### src/rtl/tbr_pkg.sv
package tbr_pkg;
  localparam int unsigned DEF_LANES = 29;
  localparam int unsigned DEF_SLOTS = 4;
  localparam int unsigned DEF_NPLL  = 2;

  function automatic int unsigned cnt_w(int unsigned n);
    return (n < 2) ? 1 : $clog2(n);
  endfunction
endpackage

### src/rtl/tbr_phase.sv
module tbr_phase #(
  parameter int unsigned SLOTS = tbr_pkg::DEF_SLOTS
) (
  input  logic clk,
  input  logic rst,
  output logic load_o,
  output logic mark_o
);
  localparam int unsigned CW = tbr_pkg::cnt_w(SLOTS);
  localparam logic [CW-1:0] LAST = CW'(SLOTS - 1);

  logic [CW-1:0] cnt_q;
  logic          mark_q;

  always_ff @(posedge clk) begin
    if (rst) begin
      cnt_q  <= '0;
      mark_q <= 1'b0;
    end else begin
      mark_q <= (cnt_q == '0);
      cnt_q  <= (cnt_q == LAST) ? '0 : cnt_q + CW'(1);
    end
  end

  assign load_o = (cnt_q == '0);
  assign mark_o = mark_q;
endmodule

### src/rtl/tbr_lane_ser.sv
module tbr_lane_ser #(
  parameter int unsigned SLOTS = tbr_pkg::DEF_SLOTS
) (
  input  logic             clk,
  input  logic             rst,
  input  logic             load_i,
  input  logic [SLOTS-1:0] grp_i,
  output logic             bit_o
);
  logic [SLOTS-1:0] sh_q;

  always_ff @(posedge clk) begin
    if (rst)         sh_q <= '0;
    else if (load_i) sh_q <= grp_i;
    else             sh_q <= sh_q << 1;
  end

  assign bit_o = sh_q[SLOTS-1];
endmodule

### src/rtl/tbr_ready_or.sv
module tbr_ready_or #(
  parameter int unsigned NPLL = tbr_pkg::DEF_NPLL
) (
  input  logic [NPLL-1:0] lock_i,
  input  logic [NPLL-1:0] rdy_i,
  input  logic            cdr_i,
  output logic            up_o
);
  assign up_o = (|lock_i) | (|rdy_i) | cdr_i;
endmodule

### src/rtl/tbr_pin_mux.sv
module tbr_pin_mux #(
  parameter int unsigned PINS = tbr_pkg::DEF_LANES + 2
) (
  input  logic            dbg_i,
  input  logic            dip_raw_i,
  input  logic [PINS-1:0] core_i,
  input  logic [PINS-1:0] tin_i,
  output logic [PINS-1:0] pins_o
);
  logic loop;
  assign loop   = dbg_i | ~dip_raw_i;
  assign pins_o = loop ? tin_i : core_i;
endmodule

### src/rtl/tester_bridge.sv
module tester_bridge #(
  parameter int unsigned LANES = tbr_pkg::DEF_LANES,
  parameter int unsigned SLOTS = tbr_pkg::DEF_SLOTS,
  parameter int unsigned NPLL  = tbr_pkg::DEF_NPLL,
  localparam int unsigned WW   = LANES * SLOTS,
  localparam int unsigned PINS = LANES + 2
) (
  input  logic            clk_fast,
  input  logic            rst,
  input  logic [WW-1:0]   word_in,
  input  logic [NPLL-1:0] pll_locked,
  input  logic [NPLL-1:0] pll_ready,
  input  logic            cdr_valid,
  input  logic            dbg_loop,
  input  logic            dip_loop_raw,
  input  logic [PINS-1:0] tst_in,
  output logic [PINS-1:0] tst_out
);
  logic             load;
  logic             mark;
  logic             up;
  logic [LANES-1:0] lane_bits;

  tbr_phase #(.SLOTS(SLOTS)) phase_i (
    .clk(clk_fast), .rst(rst), .load_o(load), .mark_o(mark)
  );

  for (genvar i = 0; i < LANES; i++) begin : g_lane
    tbr_lane_ser #(.SLOTS(SLOTS)) ser_i (
      .clk(clk_fast), .rst(rst), .load_i(load),
      .grp_i(word_in[i*SLOTS +: SLOTS]), .bit_o(lane_bits[i])
    );
  end

  tbr_ready_or #(.NPLL(NPLL)) ready_i (
    .lock_i(pll_locked), .rdy_i(pll_ready), .cdr_i(cdr_valid), .up_o(up)
  );

  tbr_pin_mux #(.PINS(PINS)) mux_i (
    .dbg_i(dbg_loop), .dip_raw_i(dip_loop_raw),
    .core_i({up, mark, lane_bits}), .tin_i(tst_in), .pins_o(tst_out)
  );
endmodule

### config.mk
export PLATFORM = sky130hd
export DESIGN_NAME = tester_bridge
export DESIGN_NICKNAME = d
export VERILOG_FILES = /design/src/rtl/tbr_pkg.sv /design/src/rtl/tbr_phase.sv /design/src/rtl/tbr_lane_ser.sv /design/src/rtl/tbr_ready_or.sv /design/src/rtl/tbr_pin_mux.sv /design/src/rtl/tester_bridge.sv
export SDC_FILE = /design/constraint.sdc
export NUM_CORES = 1
export LEC_CHECK = 0
export CORE_AREA = 2 2 136 138
export CTS_CLUSTER_SIZE = 25
export DETAILED_ROUTE_END_ITERATION = 6
export DIE_AREA = 0 0 138 140
export DONT_BUFFER_PORTS = 1
export SLEW_MARGIN = 30
export SYNTH_ARGS = -nofsm -noshare
export SYNTH_HDL_FRONTEND = slang
export SYNTH_SLANG_ARGS = --single-unit
### constraint.sdc
create_clock -name clk_fast -period 1.6 [get_ports clk_fast]
set_input_delay 0.32 -clock clk_fast [delete_from_list [all_inputs] [get_ports clk_fast]]
set_output_delay 0.32 -clock clk_fast [all_outputs]
set_load 0.02 [all_outputs]
==> summary.md <==
| Metric | Value |
|---|---|
| Status | finished with violations |
| Failing checks | negative hold slack |
| DP HPWL | between 7000 and 8000 um |
| DRT antenna net count | 0 |
| First-pass GRT wire length | around 15000 um |
| Die Area | between 15000 and 20000 um2 |
| DRC viols | 0 |
| Yosys warns | 0 |
| Grt ovf | 0 |
| First drt pass iteration count | 4 |
| # IOs | roughly 190 |
| Reg2Reg Setup Slack | about 85 ps |
| P_leak | 2.308 nW |
| Clock sinks | roughly 120 |
| CTS Root Cell | clkbuf_16 |
| Top Metal Used | met4 |
| CTS tree | yes |
| Buf+Inv Stages, Crit Path | 3 |
| FF-to-FF path depth | 6 |
| Clk pin slew, worst setup/hold paths | about 50 ps |
| Vias in the first global route | roughly 2800 |
| Top_reg_cell synth | dfxtp_1 |
| Reg2reg start | phase_i.cnt_q[1] |
| CTS Buf Count | 17 |
| Net Sw Power | ~1.9 mW |
| Cell Chain, Critical Path | inv_1 > ha_4 > buf_4 > buf_12 > mux2i_1 > nor2_1 |
| DR vias | around 2700 |
| Peak supply drop | approximately 670 uV |
| GPL Wtd Cong | around 0.77 |
| Core area | about 18000 um2 |
| RSZ-0062 raised after global routing | no |
| Worst endpoint required time | approximately 1900 ps |
| Seq/Total Area, Yosys | between 50% and 60% |
| N_diodes | 0 |
| Post-synth EDFFs | 0 |
| WL met1 | 3782 um |
| Number of antenna violations at the first check in global routing | 1 |
| Clock buffer depth | 2 |
| First DRT Iteration DRCs | slightly below 80 |
| Fraction of layout cells with a size suffix above 1 | 16.42% |
| Comb power frac | around 13% |
| Crit-path max cell delay | ~360 ps |
| H-tree levels | 4 |
| Seq pwr share | 41.8% |
| Setup WS post-layout | roughly 85 ps |
| Worst skew pair latency | about 400 ps |
| Routed length on met3 | between 900 and 1000 um |
| Pwr Total | ~8 mW |
| Yosys cell types | 20 |
| Most frequent cells after synthesis | dfxtp_1 (119), mux2i_1 (87), nor2_1 (87) |
| FF+latch count, synth | 119 |
| Setup TNS | 0 ps |
| Final nets | ~550 |
| Post-Syn Nets | between 500 and 600 |
| DIE WIDTH | around 140 um |
| Row count | between 40 and 50 |
| Max-Slew Margin vs Limit | around three fifths |
| Area of the multi-input gates | roughly 1800 um2 |
| Synth top area share | a little over half |
| Area grow syn2layout | 19.24% |
| Worst Hold Class | input pin to flop |
| Filler cell count | about 1800 |
| Via density | between 4 and 5 |
| Area after DPL | 4583 um2 |
| Final setup viols | 0 |
| Hold path startpoint | rst |
| Final Skew | ~6.0 ps |
| Clock power share | between 40% and 50% |
| PortBufs | 0 |
| Post-synth ARST share | 0% |
| Setup WS pre-CTS | approximately 110 ps |
| WL/cell | between 15 and 20 um |
| Pwr dens | about 1500 nW/um2 |
| FMAX | approximately 0.66 GHz |
| Tcrit/Tclk final | between 90% and 100% |
| Die height | 140 um |
| Post_cts resized | 0 |
| Measured slew at the worst slew-check pin | ~610 ps |
| Mapped Area | between 4000 and 5000 um2 |
| Final min period | about 1500 ps |
| Register area | approximately 2400 um2 |
| Final hold slack | -20.87 ps |
| Critical path fanouts, max | 65 |
| Synth Instances | ~390 |
| Wirelength, routed | 9629 um |
| Hold EP | g_lane[10].ser_i.sh_q[3] |
| Initial core utilization | approximately a quarter |
| Fin area | between 5000 and 6000 um2 |
| FF-to-FF End | g_lane[6].ser_i.sh_q[2] |
| Worst Hold Path Cells | 1 |
| Most numerous cell in the Yosys netlist | dfxtp_1 |
| Gr usage total | just over 10% |
| Slowest-stage cell, CP | buf_12 |
| Synth top area cells | dfxtp_1 (54%), mux2i_1 (20%), nor2_1 (7.4%) |
| Syn Area/Cell | between 10 and 15 um2 |
| Metal2 WL | ~4800 um |
| Worst path top cell family by delay | buffers and inverters |
| Yosys top cell by area | dfxtp_1 |
| Largest net degree at the start of global routing | slightly above 90 |
| Arrival @ worst endpoint | approximately 1800 ps |
| WS Path Type | flop to flop |
| Max Cap Violations | 0 |
| CP Capture Type | flop |
| Final hold vios | 20 |
| Net Sw Frac | between 20% and 30% |
| Critical path startpoint category | flop |
| Slew Viols, Final | 0 |
| Int Pwr | 6.131 mW |
[power groups by stage]
stage	registers, mW	clock network (mW)	logic, mW
after global routing	3.36	3.93	1.11
after detailed placement	3.41	0	1.01
after global placement	3.40	0	0.986
after CTS	3.35	3.77	1.03
final	3.34	3.65	1.02
after floorplan	3.36	0	0.967
[final cells by class]
class,instances,area share (%)
Timing Repair Buffer,14,3.064
Sequential cell,119,45.57
Multi-Input combinational cell,242,34.75
Inverter,2,0.1436
Tap cell,229,5.481
Clock buffer,22,9.071
Clock inverter,9,1.915
[cell usage in the layout (no fill, tap or decap), drive strengths merged, types with 5 or more instances in the layout]
cell type / n
and2: 29
buf: 7
clkbuf: 22
clkinv: 5
dfxtp: 119
dlygate4sd3: 7
mux2: 30
mux2i: 87
nor2: 87
[routing by layer]
layer / track usage (%) / up-vias
met5: 0 / -
met4: 5.048 / 0
met3: 6.051 / 16
met2: 16.78 / 123
met1: 10.08 / 1217
li1: - / 1299
[logic make-up (layout without fill, tap and decap cells)]
logic type               after synthesis  after routing  share of synthesized area, %
multiplexers                         117            117                         27.57
adder cells (fa/ha/maj)                2              2                        0.5707
AND/OR/NAND/NOR                      122            122                         12.53
buffers and inverters                 28             47                         4.794
AO/OA/AOI/OAI                          1              1                        0.1998
flip-flops                           119            119                         54.34
[stage by stage]
step	util [%]	std cells	hold slack (ps)
final	29.40	637	-20.87
after detailed placement	25.78	599	404.2
after floorplan	-	389	429.1
after global routing	29.40	637	-55.19
after global placement	25.75	599	404.4
after CTS	29.18	633	-44.83
[sequential cells by signal, indices dropped and copies added, names as in the netlist]
register	flops
g_lane.ser_i.sh_q	116
phase_i.cnt_q	2
phase_i.mark_o	1
[worst reg2reg max path: cells and delay by family, from the launching register on]
| family | cells | cell delay, ps |
|---|---|---|
| DFF | 1 | 320 |
| buffers and inverters | 3 | 560 |
| adders and majority gates | 1 | 130 |
| muxes | 1 | 320 |
| and+or+nand+nor | 1 | 60 |
[timing repair]
| item | in CTS | in global routing |
|---|---|---|
| buffers inserted | 0 | 0 |
| endpoints found under the setup margin | 0 | 0 |
| endpoints found under the hold margin | 90 | 90 |
| hold buffers | 3 | 4 |
[worst max path at each step]
stage | depth (start not counted) | startpoint | end
floorplan | 3 | dip_loop_raw | tst_out[12]
global placement | 4 | phase_i.cnt_q[0] | g_lane[25].ser_i.sh_q[0]
detailed placement | 6 | phase_i.cnt_q[0] | g_lane[6].ser_i.sh_q[2]
CTS | 6 | phase_i.cnt_q[1] | g_lane[6].ser_i.sh_q[2]
global route | 6 | phase_i.cnt_q[1] | g_lane[9].ser_i.sh_q[2]
finish | 6 | phase_i.cnt_q[1] | g_lane[6].ser_i.sh_q[2]
(Power assumes the default switching activity.)
